**src/rtl/addflag_pkg.sv**
```systemverilog
package addflag_pkg;
   typedef enum logic [3:0] {
      OP_ADD   = 4'd0,
      OP_SUBF  = 4'd1,
      OP_NEG   = 4'd2,
      OP_ADDC  = 4'd3,
      OP_SUBFC = 4'd4,
      OP_ADDE  = 4'd5,
      OP_SUBFE = 4'd6,
      OP_ALT   = 4'd7,
      OP_CMP   = 4'd8
   } addflag_op_e;

   typedef struct packed {
      logic [3:0] cr;
      logic       so;
      logic [1:0] ca;
      logic [1:0] ov;
      logic       ca_we;
      logic       ov_we;
      logic       so_we;
   } addflag_flags_t;
endpackage

```
**src/rtl/addflag_operands.sv**
```systemverilog
module addflag_operands
   import addflag_pkg::*;
#(
   parameter int WIDTH = 64,
   parameter int IMMW  = 16
) (
   input  logic [3:0]       op,
   input  logic             use_imm,
   input  logic [WIDTH-1:0] a,
   input  logic [WIDTH-1:0] b,
   input  logic [IMMW-1:0]  imm,
   input  logic             ca_in,
   output logic [WIDTH-1:0] x,
   output logic [WIDTH-1:0] y,
   output logic             cin,
   output logic [WIDTH-1:0] bsel
);
   localparam int EXTW = WIDTH - IMMW;

   generate
      if (EXTW > 0) begin : g_ext
         assign bsel = use_imm ? {{EXTW{imm[IMMW-1]}}, imm} : b;
      end else begin : g_noext
         assign bsel = use_imm ? imm : b;
      end
   endgenerate

   always_comb begin
      x   = a;
      y   = bsel;
      cin = 1'b0;
      case (op)
         OP_SUBF, OP_SUBFC: begin x = ~a; cin = 1'b1;  end
         OP_NEG:            begin x = ~a; y = '0; cin = 1'b1; end
         OP_ADDE, OP_ALT:   begin cin = ca_in;           end
         OP_SUBFE:          begin x = ~a; cin = ca_in;   end
         OP_CMP:            begin y = ~bsel; cin = 1'b1; end
         default:           ;
      endcase
   end
endmodule

```
**src/rtl/addflag_core.sv**
```systemverilog
module addflag_core #(
   parameter int WIDTH = 64,
   parameter int LOW   = 32
) (
   input  logic [WIDTH-1:0] x,
   input  logic [WIDTH-1:0] y,
   input  logic             cin,
   output logic [WIDTH-1:0] sum,
   output logic             cout_top,
   output logic             cin_top,
   output logic             cout_low,
   output logic             cin_low
);
   logic [WIDTH:0]   full;
   logic [WIDTH-1:0] cinto;

   assign full = {1'b0, x} + {1'b0, y} + {{WIDTH{1'b0}}, cin};
   assign sum  = full[WIDTH-1:0];

   for (genvar i = 0; i < WIDTH; i++) begin : g_cin
      assign cinto[i] = full[i] ^ x[i] ^ y[i];
   end

   assign cout_top = full[WIDTH];
   assign cin_top  = cinto[WIDTH-1];
   assign cout_low = cinto[LOW];
   assign cin_low  = cinto[LOW-1];
endmodule

```
**src/rtl/addflag_flags.sv**
```systemverilog
module addflag_flags
   import addflag_pkg::*;
#(
   parameter int WIDTH = 64
) (
   input  logic [3:0]       op,
   input  logic             oe,
   input  logic [1:0]       alt_sel,
   input  logic             cmp_signed,
   input  logic [WIDTH-1:0] a,
   input  logic [WIDTH-1:0] bsel,
   input  logic [WIDTH-1:0] sum,
   input  logic             cout_top,
   input  logic             cin_top,
   input  logic             cout_low,
   input  logic             cin_low,
   input  logic             so_in,
   input  logic             ca_in,
   output addflag_flags_t   fl
);
   logic is_arith, is_carry, is_alt0, is_cmp;
   logic [1:0] ov_val;
   logic lt, gt, eq, neg, zero;

   assign is_arith = (op <= OP_SUBFE);
   assign is_carry = (op >= OP_ADDC) && (op <= OP_SUBFE);
   assign is_alt0  = (op == OP_ALT) && (alt_sel == 2'd0);
   assign is_cmp   = (op == OP_CMP);

   assign ov_val = is_alt0 ? {cout_top, cout_low}
                           : {cout_top ^ cin_top, cout_low ^ cin_low};

   assign eq  = (a == bsel);
   assign lt  = cmp_signed ? ($signed(a) < $signed(bsel)) : (a < bsel);
   assign gt  = !lt && !eq;
   assign neg  = sum[WIDTH-1];
   assign zero = (sum == '0);

   always_comb begin
      fl.ov_we = (is_arith && oe) || is_alt0;
      fl.so_we = fl.ov_we;
      fl.ca_we = is_carry;
      fl.ov    = fl.ov_we ? ov_val : 2'b00;
      fl.ca    = fl.ca_we ? {cout_top, cout_low} : {ca_in, ca_in};
      fl.so    = so_in || (fl.ov_we && ov_val[1]);
      if (is_cmp) fl.cr = {lt, gt, eq, so_in};
      else        fl.cr = {neg, !neg && !zero, zero, fl.so};
   end
endmodule

```
**src/rtl/addflag_unit.sv**
```systemverilog
module addflag_unit
   import addflag_pkg::*;
#(
   parameter int WIDTH = 64,
   parameter int LOW   = 32,
   parameter int IMMW  = 16
) (
   input  logic             clk,
   input  logic             rst_n,
   input  logic [3:0]       op_i,
   input  logic             oe_i,
   input  logic [1:0]       alt_sel_i,
   input  logic             cmp_signed_i,
   input  logic             use_imm_i,
   input  logic [WIDTH-1:0] a_i,
   input  logic [WIDTH-1:0] b_i,
   input  logic [IMMW-1:0]  imm_i,
   input  logic             so_i,
   input  logic             ca_i,
   output logic [WIDTH-1:0] result_o,
   output logic [3:0]       cr_o,
   output logic             so_o,
   output logic [1:0]       ca_o,
   output logic [1:0]       ov_o,
   output logic             ca_we_o,
   output logic             ov_we_o,
   output logic             so_we_o
);
   generate
      if (LOW < 2 || LOW >= WIDTH) begin : g_bad_low
         $error("addflag_unit: LOW must lie in 2..WIDTH-1");
      end
      if (IMMW < 1 || IMMW > WIDTH) begin : g_bad_imm
         $error("addflag_unit: IMMW must lie in 1..WIDTH");
      end
   endgenerate

   logic [WIDTH-1:0] x, y, bsel, sum;
   logic             cin, cout_top, cin_top, cout_low, cin_low;
   addflag_flags_t   fl, fl_q;

   addflag_operands #(.WIDTH(WIDTH), .IMMW(IMMW)) u_ops (
      .op(op_i), .use_imm(use_imm_i), .a(a_i), .b(b_i), .imm(imm_i),
      .ca_in(ca_i), .x(x), .y(y), .cin(cin), .bsel(bsel));

   addflag_core #(.WIDTH(WIDTH), .LOW(LOW)) u_core (
      .x(x), .y(y), .cin(cin), .sum(sum), .cout_top(cout_top),
      .cin_top(cin_top), .cout_low(cout_low), .cin_low(cin_low));

   addflag_flags #(.WIDTH(WIDTH)) u_flags (
      .op(op_i), .oe(oe_i), .alt_sel(alt_sel_i), .cmp_signed(cmp_signed_i),
      .a(a_i), .bsel(bsel), .sum(sum), .cout_top(cout_top), .cin_top(cin_top),
      .cout_low(cout_low), .cin_low(cin_low), .so_in(so_i), .ca_in(ca_i),
      .fl(fl));

   always_ff @(posedge clk) begin
      if (!rst_n) begin
         result_o <= '0;
         fl_q     <= '0;
      end else begin
         result_o <= sum;
         fl_q     <= fl;
      end
   end

   assign cr_o    = fl_q.cr;
   assign so_o    = fl_q.so;
   assign ca_o    = fl_q.ca;
   assign ov_o    = fl_q.ov;
   assign ca_we_o = fl_q.ca_we;
   assign ov_we_o = fl_q.ov_we;
   assign so_we_o = fl_q.so_we;
endmodule

```
**config.mk**
```make
export PLATFORM = sky130hd
export DESIGN_NAME = addflag_unit
export DESIGN_NICKNAME = d
export VERILOG_FILES = /design/src/rtl/addflag_pkg.sv /design/src/rtl/addflag_operands.sv /design/src/rtl/addflag_core.sv /design/src/rtl/addflag_flags.sv /design/src/rtl/addflag_unit.sv
export SDC_FILE = /design/constraint.sdc
export NUM_CORES = 1
export LEC_CHECK = 0
export BUFFER_PORTS_ARGS = -buffer_cell sky130_fd_sc_hd__buf_2
export CORE_MARGIN = 2
export CORE_UTILIZATION = 51
export DETAILED_ROUTE_END_ITERATION = 6
export PLACE_DENSITY_LB_ADDON = 0.2
export SYNTH_ARGS = -nofsm -noshare
export SYNTH_HDL_FRONTEND = slang
export SYNTH_SLANG_ARGS = --single-unit
export TNS_END_PERCENT = 10
```
**constraint.sdc**
```tcl
create_clock -name clk -period 5.9 [get_ports clk]
set_clock_uncertainty 0.15 [all_clocks]
set_input_delay 0.59 -clock clk [delete_from_list [all_inputs] [get_ports clk]]
set_output_delay 0.59 -clock clk [all_outputs]
set_load 0.01 [all_outputs]
```
==> results.txt, run 1 <==
core area: 18710 um2
CP Data Arrival Time: 5580 ps
most common cell after layout, fill and taps aside: buf_2
vias per inst: 6.009
Power Total: 3325 uW
crit path capture type: register
Worst-Margin Slew: 846.9 ps
crit share post-route: 0.9331
Antenna Cells: 0
Setup Buffers After CTS: 0
Setup crit start kind: input port
critical path peak fanout: 63
placed cell area: 11250 um2
Seq cells post-synth: 75
ratio of cells with drive above 1 in the final layout: 0.2261
met3 global-route usage: 0.05485
Layout Cells excl Fill: 1680
Sink Count: 75
die height: 142.1 um
Worst EP required: 5980 ps
Port Buf Inserts: 232
Post-Syn Instances: 1228
RSZ-0062 raised after global routing: false
setup total negative slack: 0 ps
Final HPWL DP: 26420 um
met2 Resource Use GR: 0.4983
syn_area_per_cell: 7.915 um2
die area: 20180 um2
Netlist cell types: 86
largest net degree at the start of global routing: 64
Power per Cell Area: 287.3 nW/um2
I/O pin count: 233
Pleak: 0.005646 uW
Total GRT Usage: 0.3087
Critical path origin: op_i[3]
worst-case headroom to the max-slew limit: 0.4354
register area share after synthesis: 0.1545
global-route wire length before repair: 49650 um
Synth Warn #: 0
design area: 11570 um2
layer with the highest usage: met2
# DRC: 0
detailed-route wire length per cell: 18.90 um
CTS buffer count: 9
Syn Nets: 1514
deepest clock path buffer count: 2
die width: 142.1 um
H-tree levels: 3
Hold Vio Cnt, Final: 0
Gates resized, CTS repair: 0
TritonCTS clock tree: done
main flop type after synthesis: dfxtp_1
min cycle time layout: 5505 ps
antenna violations before repair: 0
hold wc startpoint: ca_i
commonest cells after routing, fill and taps aside: buf_2, a21oi_1, ha_1, xor2_1, nand2_1
CTS clk-pin slew, worst paths: 60 ps
Vias: 10100
area delta synth->final: 19.05%
nets: 1727
Rows: 50
final wirelength: 31750 um
number of setup violations in the final report: 0
Post-synth EDFFs: 0
placed cells: 1664
Pre-Repair DR Iteration Count: 5
Post-CTS Hold Buffers: 0
max_cap viols: 0
ys async rst share: 0
Filler cells: 1754
FMAX: 181.7 MHz
Worst Setup Path Type: input port to register
M1 GR Usage: 0.4270
effective utilization at floorplan: 0.5196
Worst VDD drop: 214.5 uV
status: finished clean
vias in the first global route: 9459
synthesized area: 9719 um2
Worst Hold Class: input port to register
First DRT Iteration DRCs: 671
clk root buf: clkbuf_16
Slew Limit Fails: 0
total grt overflow: 0
GPL Wtd Cong: 1.012
antenna viol nets, final: 0
cells by family (layout without fill, tap and decap cells):
family,after synthesis,in the layout,share of synthesized area
AND/OR/NAND/NOR,375,375,0.2052
AO/OA/AOI/OAI,352,352,0.2357
adder cells (fa/ha/maj),129,129,0.1676
XOR/XNOR,123,123,0.1137
buffers and inverters,91,309,0.03746
multiplexers,83,83,0.08587
flip-flops,75,75,0.1545
worst paths after layout:
kind | end | slack, ps | depth (start not counted)
max | cr_o[2]$_SDFF_PN0_ | 390 | 19
min | ca_o[1]$_SDFF_PN0_ | 490 | 3
registers in the layout, summed over array words and instances, names as in the netlist:
signal	flops
so_we_o	1
ca_we_o	1
result_o	64
ov_o	2
ca_o	2
so_o	1
cr_o	4
cell type report:
| type | instances | area [um2] | area share |
|---|---|---|---|
| Timing Repair Buffer | 272 | 1511 | 0.1306 |
| Multi-Input combinational cell | 1062 | 7869 | 0.6800 |
| Clock buffer | 10 | 229.0 | 0.01979 |
| Tap cell | 234 | 292.8 | 0.02530 |
| Clock inverter | 6 | 88.84 | 0.007677 |
| Inverter | 21 | 78.83 | 0.006812 |
| Sequential cell | 75 | 1501 | 0.1298 |
critical path, cell delays in order:
cell,delay [ps]
buf_2,90
inv_1,60
or4_2,710
buf_12,210
mux2i_1,170
ha_1,230
a21oi_1,120
o211a_1,280
o31ai_1,500
nor3_2,110
o311a_1,460
xnor2_1,160
or4_1,530
or4_4,440
nor4_4,170
nand4_1,120
nor4bb_1,300
a21oi_1,100
o21a_1,190
Yosys cell counts (6+ instances only):
cell	n	area, um2
ha_1	127	1589
and3_1	6	37.54
nand4_1	36	225.2
xor2_1	86	753.2
nor2b_1	11	68.82
o21bai_1	13	97.59
nand3_1	17	85.08
inv_1	20	75.07
nand2_1	86	322.8
o21ai_0	50	250.2
mux2i_1	80	800.8
clkbuf_1	50	187.7
nor2_1	72	270.3
a21oi_1	140	700.7
o31ai_1	7	52.55
nor3_1	32	160.2
nand2b_1	7	43.79
dfxtp_1	75	1501
or3_1	8	50.05
and2_1	50	312.8
buf_2	14	70.07
a21o_1	40	300.3
nor4_1	14	87.58
a211oi_1	6	45.04
xnor2_1	35	306.5
o211ai_1	9	67.56
o21a_1	19	142.6
per-stage QoR:
| stage | util | worst slack (ps) | hold WS, ps |
|---|---|---|---|
| after floorplan | - | 43.94 | 661.6 |
| after global placement | 0.6016 | 182.4 | 817.2 |
| after detailed placement | 0.6016 | 106.6 | 820.7 |
| after CTS | 0.6186 | 435.6 | 478.7 |
| after global routing | 0.6186 | 148.7 | 480.4 |
| final | 0.6186 | 394.9 | 486.1 |
metal layers:
metal / wire length (um) / vias to the layer above
li1: - / 4966
met1: 14500 / 4654
met2: 14090 / 421
met3: 2462 / 52
met4: 661 / 2
met5: 40 / -
report_power, final:
group          internal, uW  leakage [uW]  switching (uW)
sequential              636      0.000624            40.4
clock                   371      0.000149             217
combinational           828       0.00487            1230
total                  1840       0.00565            1490
Note: power is estimated with default switching activity, not from simulation.
==> run 2: changes to the inputs <==
--- a/config.mk
+++ b/config.mk
@@ -9,7 +9,7 @@
 export CORE_MARGIN = 2
 export CORE_UTILIZATION = 51
 export DETAILED_ROUTE_END_ITERATION = 6
-export PLACE_DENSITY_LB_ADDON = 0.2
+export PLACE_DENSITY = 0.77
 export SYNTH_ARGS = -nofsm -noshare
 export SYNTH_HDL_FRONTEND = slang
 export SYNTH_SLANG_ARGS = --single-unit
==> results.txt, run 2 (synthesis results as in run 1) <==
Sw Ratio: 0.4584 (+0.01045)
Critical path origin: op_i[2]
Int Power: 1827 uW (-0.48%)
Seq pwr share: 0.200 (-0.003)
area delta synth->final: 20.16%
die height: 142.1 um (unchanged)
crit path capture type: register
Pre-Repair DR Iteration Count: 5 (unchanged)
core area: 18710 um2 (unchanged)
Total GRT Usage: 0.3191 (+0.01041)
clk root buf: clkbuf_16
ratio of cells with drive above 1 in the final layout: 0.2330 (+0.006849)
CTS clk-pin slew, worst paths: 60 ps (about the same)
vias in the first global route: 9811 (+3.7%)
vias per inst: 6.034 (+0.42%)
Power per Cell Area: 288.8 nW/um2 (+0.51%)
Worst VDD drop: 134.1 uV (-37%)
Setup crit start kind: input port
Sink Count: 75 (unchanged)
nets: 1736 (+0.52%)
First DRT Iteration DRCs: 584 (-13%)
Pleak: 0.005698 uW (+0.93%)
CTS buffer count: 9 (unchanged)
largest net degree at the start of global routing: 56 (-13%)
# DRC: 0 (unchanged)
Port Buf Inserts: 232 (unchanged)
Post-CTS Hold Buffers: 0 (unchanged)
deepest clock path buffer count: 2 (unchanged)
Worst EP required: 5990 ps (about the same)
I/O pin count: 233 (unchanged)
commonest cells after routing, fill and taps aside: buf_2, a21oi_1, ha_1, nand2_1, xor2_1
RSZ-0062 raised after global routing: false
Final HPWL DP: 27030 um (+2.3%)
Vias: 10200 (+1.0%)
final wirelength: 32700 um (+3.0%)
total grt overflow: 0 (unchanged)
min cycle time layout: 5557 ps (+51.42 ps)
status: finished clean
antenna violations before repair: 2 (+2)
detailed-route wire length per cell: 19.35 um (+2.4%)
Gates resized, CTS repair: 0 (unchanged)
Worst-Margin Slew: 805.0 ps (-41.82 ps)
Largest register FFs: 64 (unchanged)
number of setup violations in the final report: 0 (unchanged)
Rows: 50 (unchanged)
CP Data Arrival Time: 5650 ps (+70 ps)
antenna viol nets, final: 0 (unchanged)
Worst Setup Path Type: input port to register
Slew Limit Fails: 0 (unchanged)
global-route wire length before repair: 51360 um (+3.5%)
clock network power share: 0.172 (-0.005)
worst-case headroom to the max-slew limit: 0.4633 (+0.02788)
switching power: 1546 uW (+3.8%)
Power Total: 3373 uW (+1.4%)
Filler cells: 1713 (-2.3%)
effective utilization at floorplan: 0.5196 (unchanged)
die width: 142.1 um (unchanged)
Hold Vio Cnt, Final: 0 (unchanged)
TritonCTS clock tree: done
most common cell after layout, fill and taps aside: buf_2
crit share post-route: 0.9418 (+0.008715)
H-tree levels: 3 (unchanged)
GPL Wtd Cong: 1.027 (+1.4%)
Setup Buffers After CTS: 0 (unchanged)
Largest Register: result_o
max_cap viols: 0 (unchanged)
critical path peak fanout: 32 (-49%)
die area: 20180 um2 (unchanged)
setup total negative slack: 0 ps (unchanged)
Worst Hold Class: input port to register
share of power burned in combinational logic: 0.627 (+0.007)
FMAX: 180.0 MHz (-0.93%)
hold wc startpoint: so_i
-- run 2: final cells by class --
class                   instances  area [um2]  share of cell area
diodes                          1       2.502           0.0002143
clock buffers                  10       239.0             0.02046
flip-flops and latches         75        1501              0.1286
inverters                      21       78.83            0.006750
well taps                     234       292.8             0.02507
clock inverters                 6       70.07            0.006000
repair buffers                281        1592              0.1363
multi-input cells            1062        7903              0.6767
-- run 2: worst max-delay path, stage by stage --
cell,delay (ps)
buf_2,150
nor2_1,140
xor2_1,320
nor2_4,80
buf_12,190
xnor2_1,170
fa_1,430
inv_1,100
fa_1,240
a211oi_2,110
o211ai_2,350
nand4_2,150
and3_4,230
or4_4,560
a41o_1,310
xor2_2,210
o2111ai_1,210
nor4_4,280
nand4_1,150
nor4bb_1,340
a21oi_1,110
o21a_1,190
-- run 2: stage by stage --
step | hold WS [ps] | setup WS (ps) | util | instances | area, um2
after floorplan | 661.6 | 43.94 | - | 1228 | 9719
after global placement | 766.8 | 140.5 | 0.6059 | 1673 | 11330
after detailed placement | 782.5 | 60.01 | 0.6059 | 1673 | 11330
after CTS | 435.3 | 333.2 | 0.6224 | 1689 | 11640
after global routing | 464.3 | 51.08 | 0.6242 | 1689 | 11680
final | 433.9 | 343.5 | 0.6243 | 1690 | 11680
-- run 2: worst paths after layout --
| check | endpoint | slack, ps | cells past startpoint |
|---|---|---|---|
| worst max-delay path | cr_o[2]$_SDFF_PN0_ | 340 | 22 |
| worst min-delay path | cr_o[0]$_SDFF_PN0_ | 430 | 4 |
-- run 2: power groups by stage --
| stage | sequential [uW] | clock, uW | combinational (uW) |
|---|---|---|---|
| final | 676 | 581 | 2120 |
| after global routing | 685 | 598 | 2290 |
| after CTS | 675 | 582 | 2070 |
| after detailed placement | 686 | 0 | 2050 |
| after global placement | 686 | 0 | 2040 |
| after floorplan | 748 | 0 | 1280 |
-- run 2: per-layer routing --
layer	global-route usage	part of all wire	vias to the layer above
li1	-	-	4992
met1	0.4360	0.45	4717
met2	0.5118	0.44	419
met3	0.05081	0.073	68
met4	0.1074	0.032	2
met5	0	0.00034	-
==> run 3: changes to the inputs <==
--- a/config.mk
+++ b/config.mk
@@ -5,10 +5,11 @@
 export SDC_FILE = /design/constraint.sdc
 export NUM_CORES = 1
 export LEC_CHECK = 0
-export BUFFER_PORTS_ARGS = -buffer_cell sky130_fd_sc_hd__buf_2
+export ABC_AREA = 1
 export CORE_MARGIN = 2
-export CORE_UTILIZATION = 51
+export CORE_UTILIZATION = 61
 export DETAILED_ROUTE_END_ITERATION = 6
+export DONT_BUFFER_PORTS = 1
 export PLACE_DENSITY = 0.77
 export SYNTH_ARGS = -nofsm -noshare
 export SYNTH_HDL_FRONTEND = slang
==> results.txt, run 3 <==
Worst Hold Class: input port to register
Synth Area in Compound Gates: 0.1016 (-0.1341)
crit path capture type: register
Post-CTS Hold Buffers: 0 (unchanged)
largest net degree at the start of global routing: 66 (+18%)
Worst VDD drop: 136.5 uV (+1.8%)
CTS clk-pin slew, worst paths: 60 ps (about the same)
Rows: 51 (+2.0%)
Synth Warn #: 0 (unchanged)
antenna violations before repair: 0 (-2)
clk root buf: clkbuf_16
Post-synth EDFFs: 0 (unchanged)
Final HPWL DP: 35040 um (+30%)
final worst slack: 1044 ps (+700.2 ps)
Worst-Margin Slew: 991.4 ps (+186.3 ps)
hold wc startpoint: rst_n
Antenna Cells: 0 (-1)
Pre-Repair DR Iteration Count: 5 (unchanged)
share of power burned in combinational logic: 0.613 (-0.014)
Hold Vio Cnt, Final: 0 (unchanged)
Layout Cells excl Fill: 2401 (+42%)
hold path endpoint: result_o[1]$_SDFF_PN0_
Pleak: 0.007123 uW (+25%)
RSZ-0062 raised after global routing: false
die height: 143.6 um (+1.1%)
Post-Synth Adder-Cell Area: 0.1371 (-0.03051)
number of setup violations in the final report: 0 (unchanged)
Seq pwr share: 0.213 (+0.013)
Vias: 13270 (+30%)
Post-Syn Instances: 2153 (+75%)
clock network power share: 0.174 (+0.002)
Int Power: 1662 uW (-9.0%)
Syn Nets: 2439 (+61%)
status: finished clean
worst hold slack: 233.3 ps (-200.6 ps)
H-tree levels: 3 (unchanged)
Total GRT Usage: 0.3811 (+0.06206)
antenna viol nets, final: 0 (unchanged)
global-route wire length before repair: 60890 um (+19%)
Filler cells: 1894 (+11%)
Slew Limit Fails: 0 (unchanged)
Worst EP required: 5920 ps (-70 ps)
design area: 12460 um2 (+6.7%)
Worst Setup Path Type: input port to register
DP Worst Slack: 897.2 ps (+837.2 ps)
deepest clock path buffer count: 2 (unchanged)
GPL Wtd Cong: 0.9841 (-4.2%)
Seq cells post-synth: 75 (unchanged)
placed cell area: 12120 um2 (+7.0%)
family with the most delay on the worst path: simple AND/OR/NAND/NOR gates
CTS buffer count: 9 (unchanged)
First DRT Iteration DRCs: 1305 (+120%)
FMAX: 205.9 MHz (+14%)
most numerous cell in the Yosys netlist: nand2_1
post-synthesis xor/xnor area fraction: 0.06623 (-0.04744)
critical path peak fanout: 9 (-72%)
die area: 20610 um2 (+2.2%)
most used cell, CP: nand2_1
commonest cells after routing, fill and taps aside: nand2_1, inv_1, nor2_1, a21oi_1, ha_1
most common cell after layout, fill and taps aside: nand2_1
largest family of logic cells by synthesized area: simple AND/OR/NAND/NOR gates
CP Data Arrival Time: 4880 ps (-770 ps)
Largest Register: result_o
vias in the first global route: 11810 (+20%)
Setup crit start kind: input port
register area share after synthesis: 0.1264 (-0.02812)
# DRC: 0 (unchanged)
Synth top area share: 0.2546 (+0.09112)
mux share of post-synthesis cell area: 0.01179 (-0.07407)
slowest stage delay, CP: 780 ps (+220 ps)
worst-case headroom to the max-slew limit: 0.3371 (-0.1262)
FF+latch area: 1501 um2 (unchanged)
setup total negative slack: 0 ps (unchanged)
switching power: 1767 uW (+14%)
Post-synth top cells: nand2_1, inv_1, nor2_1, a21oi_1, ha_1
vias per inst: 5.526 (-8.4%)
worst path buffer plus inverter count: 3 (unchanged)
Port Buf Inserts: 0 (-100%)
ys async rst share: 0 (unchanged)
final wirelength: 40450 um (+24%)
effective utilization at floorplan: 0.6166 (+0.09701)
Largest register FFs: 64 (unchanged)
placed cells: 2385 (+43%)
Gates resized, CTS repair: 0 (unchanged)
core area: 19270 um2 (+3.0%)
Netlist cell types: 48 (-44%)
ratio of cells with drive above 1 in the final layout: 0.05290 (-0.1801)
simple-gate share of the synthesized area: 0.4251 (+0.2199)
nets: 2417 (+39%)
total grt overflow: 0 (unchanged)
Multi-input gate area: 8815 um2 (+12%)
Setup Buffers After CTS: 0 (unchanged)
top post-synthesis cells by area: nand2_1, ha_1, dfxtp_1
Sw Ratio: 0.5153 (+0.05694)
die width: 143.6 um (+1.1%)
Hold Path Depth: 2 (-2)
crit path cell chain: inv_1 -> nor2_1 -> nand2_1 -> nand4_1 -> buf_4 -> xor2_1 -> fa_1 -> inv_1 -> fa_1 -> nand2_1 -> nand2_1 -> nand3_1 -> nand2_2 -> nand2_1 -> nand2_1 -> xnor2_1 -> nand2_1 -> nor2_1 -> nand3_1 -> nor3_1 -> nand3_1 -> nand3_1 -> a21oi_1
main flop type after synthesis: dfxtp_1
TritonCTS clock tree: done
max_cap viols: 0 (unchanged)
synthesized area: 11880 um2 (+22%)
min cycle time layout: 4856 ps (-700.2 ps)
area delta synth->final: 4.844%
Sink Count: 75 (unchanged)
detailed-route wire length per cell: 16.85 um (-13%)
crit path max-delay cell type: nand4_1
syn_area_per_cell: 5.519 um2 (-30%)
crit share post-route: 0.8231 (-0.1187)
Power per Cell Area: 275.2 nW/um2 (-4.7%)
I/O pin count: 233 (unchanged)
top cell type by total area after synthesis: nand2_1
-- run 3: cells by family after synthesis --
family	count (synthesis)
and+or+nand+nor	1207
buffers and inverters	410
AOI/OAI and AO/OA	229
adders and majority gates	129
xor gates and xnor gates	89
DFF	75
muxes	14
-- run 3: per-stage QoR --
stage	power, uW	util
5_1_grt	3688	0.6465
2_1_floorplan	2198	-
6_report	3429	0.6465
3_3_place_gp	2716	0.6290
3_5_place_dp	2754	0.6290
4_1_cts	3358	0.6465
-- run 3: area by class of cell --
cell class | count | share of cell area
multi-input combinational | 1668 | 0.7075
sequential | 75 | 0.1205
inverter | 368 | 0.1109
tap | 265 | 0.02661
clock buffer | 11 | 0.02029
timing repair buffer | 9 | 0.007432
clock inverter | 5 | 0.006729
-- run 3: per-layer routing --
metal,vias up,part of all wire,global-route usage
met4,0,0.033,0.1347
met1,5814,0.44,0.5331
met5,-,0,0
met2,755,0.40,0.5634
met3,73,0.12,0.09763
li1,6625,-,-
-- run 3: worst max path at each step --
stage / startpoint / end / slack (ps) / cells after the start
4_1_cts: op_i[1] / cr_o[2]$_SDFF_PN0_ / 1170 / 23
3_5_place_dp: op_i[1] / cr_o[2]$_SDFF_PN0_ / 900 / 23
6_report: op_i[1] / cr_o[2]$_SDFF_PN0_ / 1040 / 23
2_1_floorplan: use_imm_i / cr_o[2]$_SDFF_PN0_ / 1900 / 27
5_1_grt: op_i[1] / cr_o[2]$_SDFF_PN0_ / 830 / 28
3_3_place_gp: op_i[1] / cr_o[2]$_SDFF_PN0_ / 1010 / 21
-- run 3: power groups by stage --
stage	clock, uW	sequential [uW]	combinational [uW]
5_1_grt	622	746	2320
3_5_place_dp	0	741	2010
2_1_floorplan	0	724	1470
6_report	598	730	2100
3_3_place_gp	0	738	1980
4_1_cts	596	733	2030
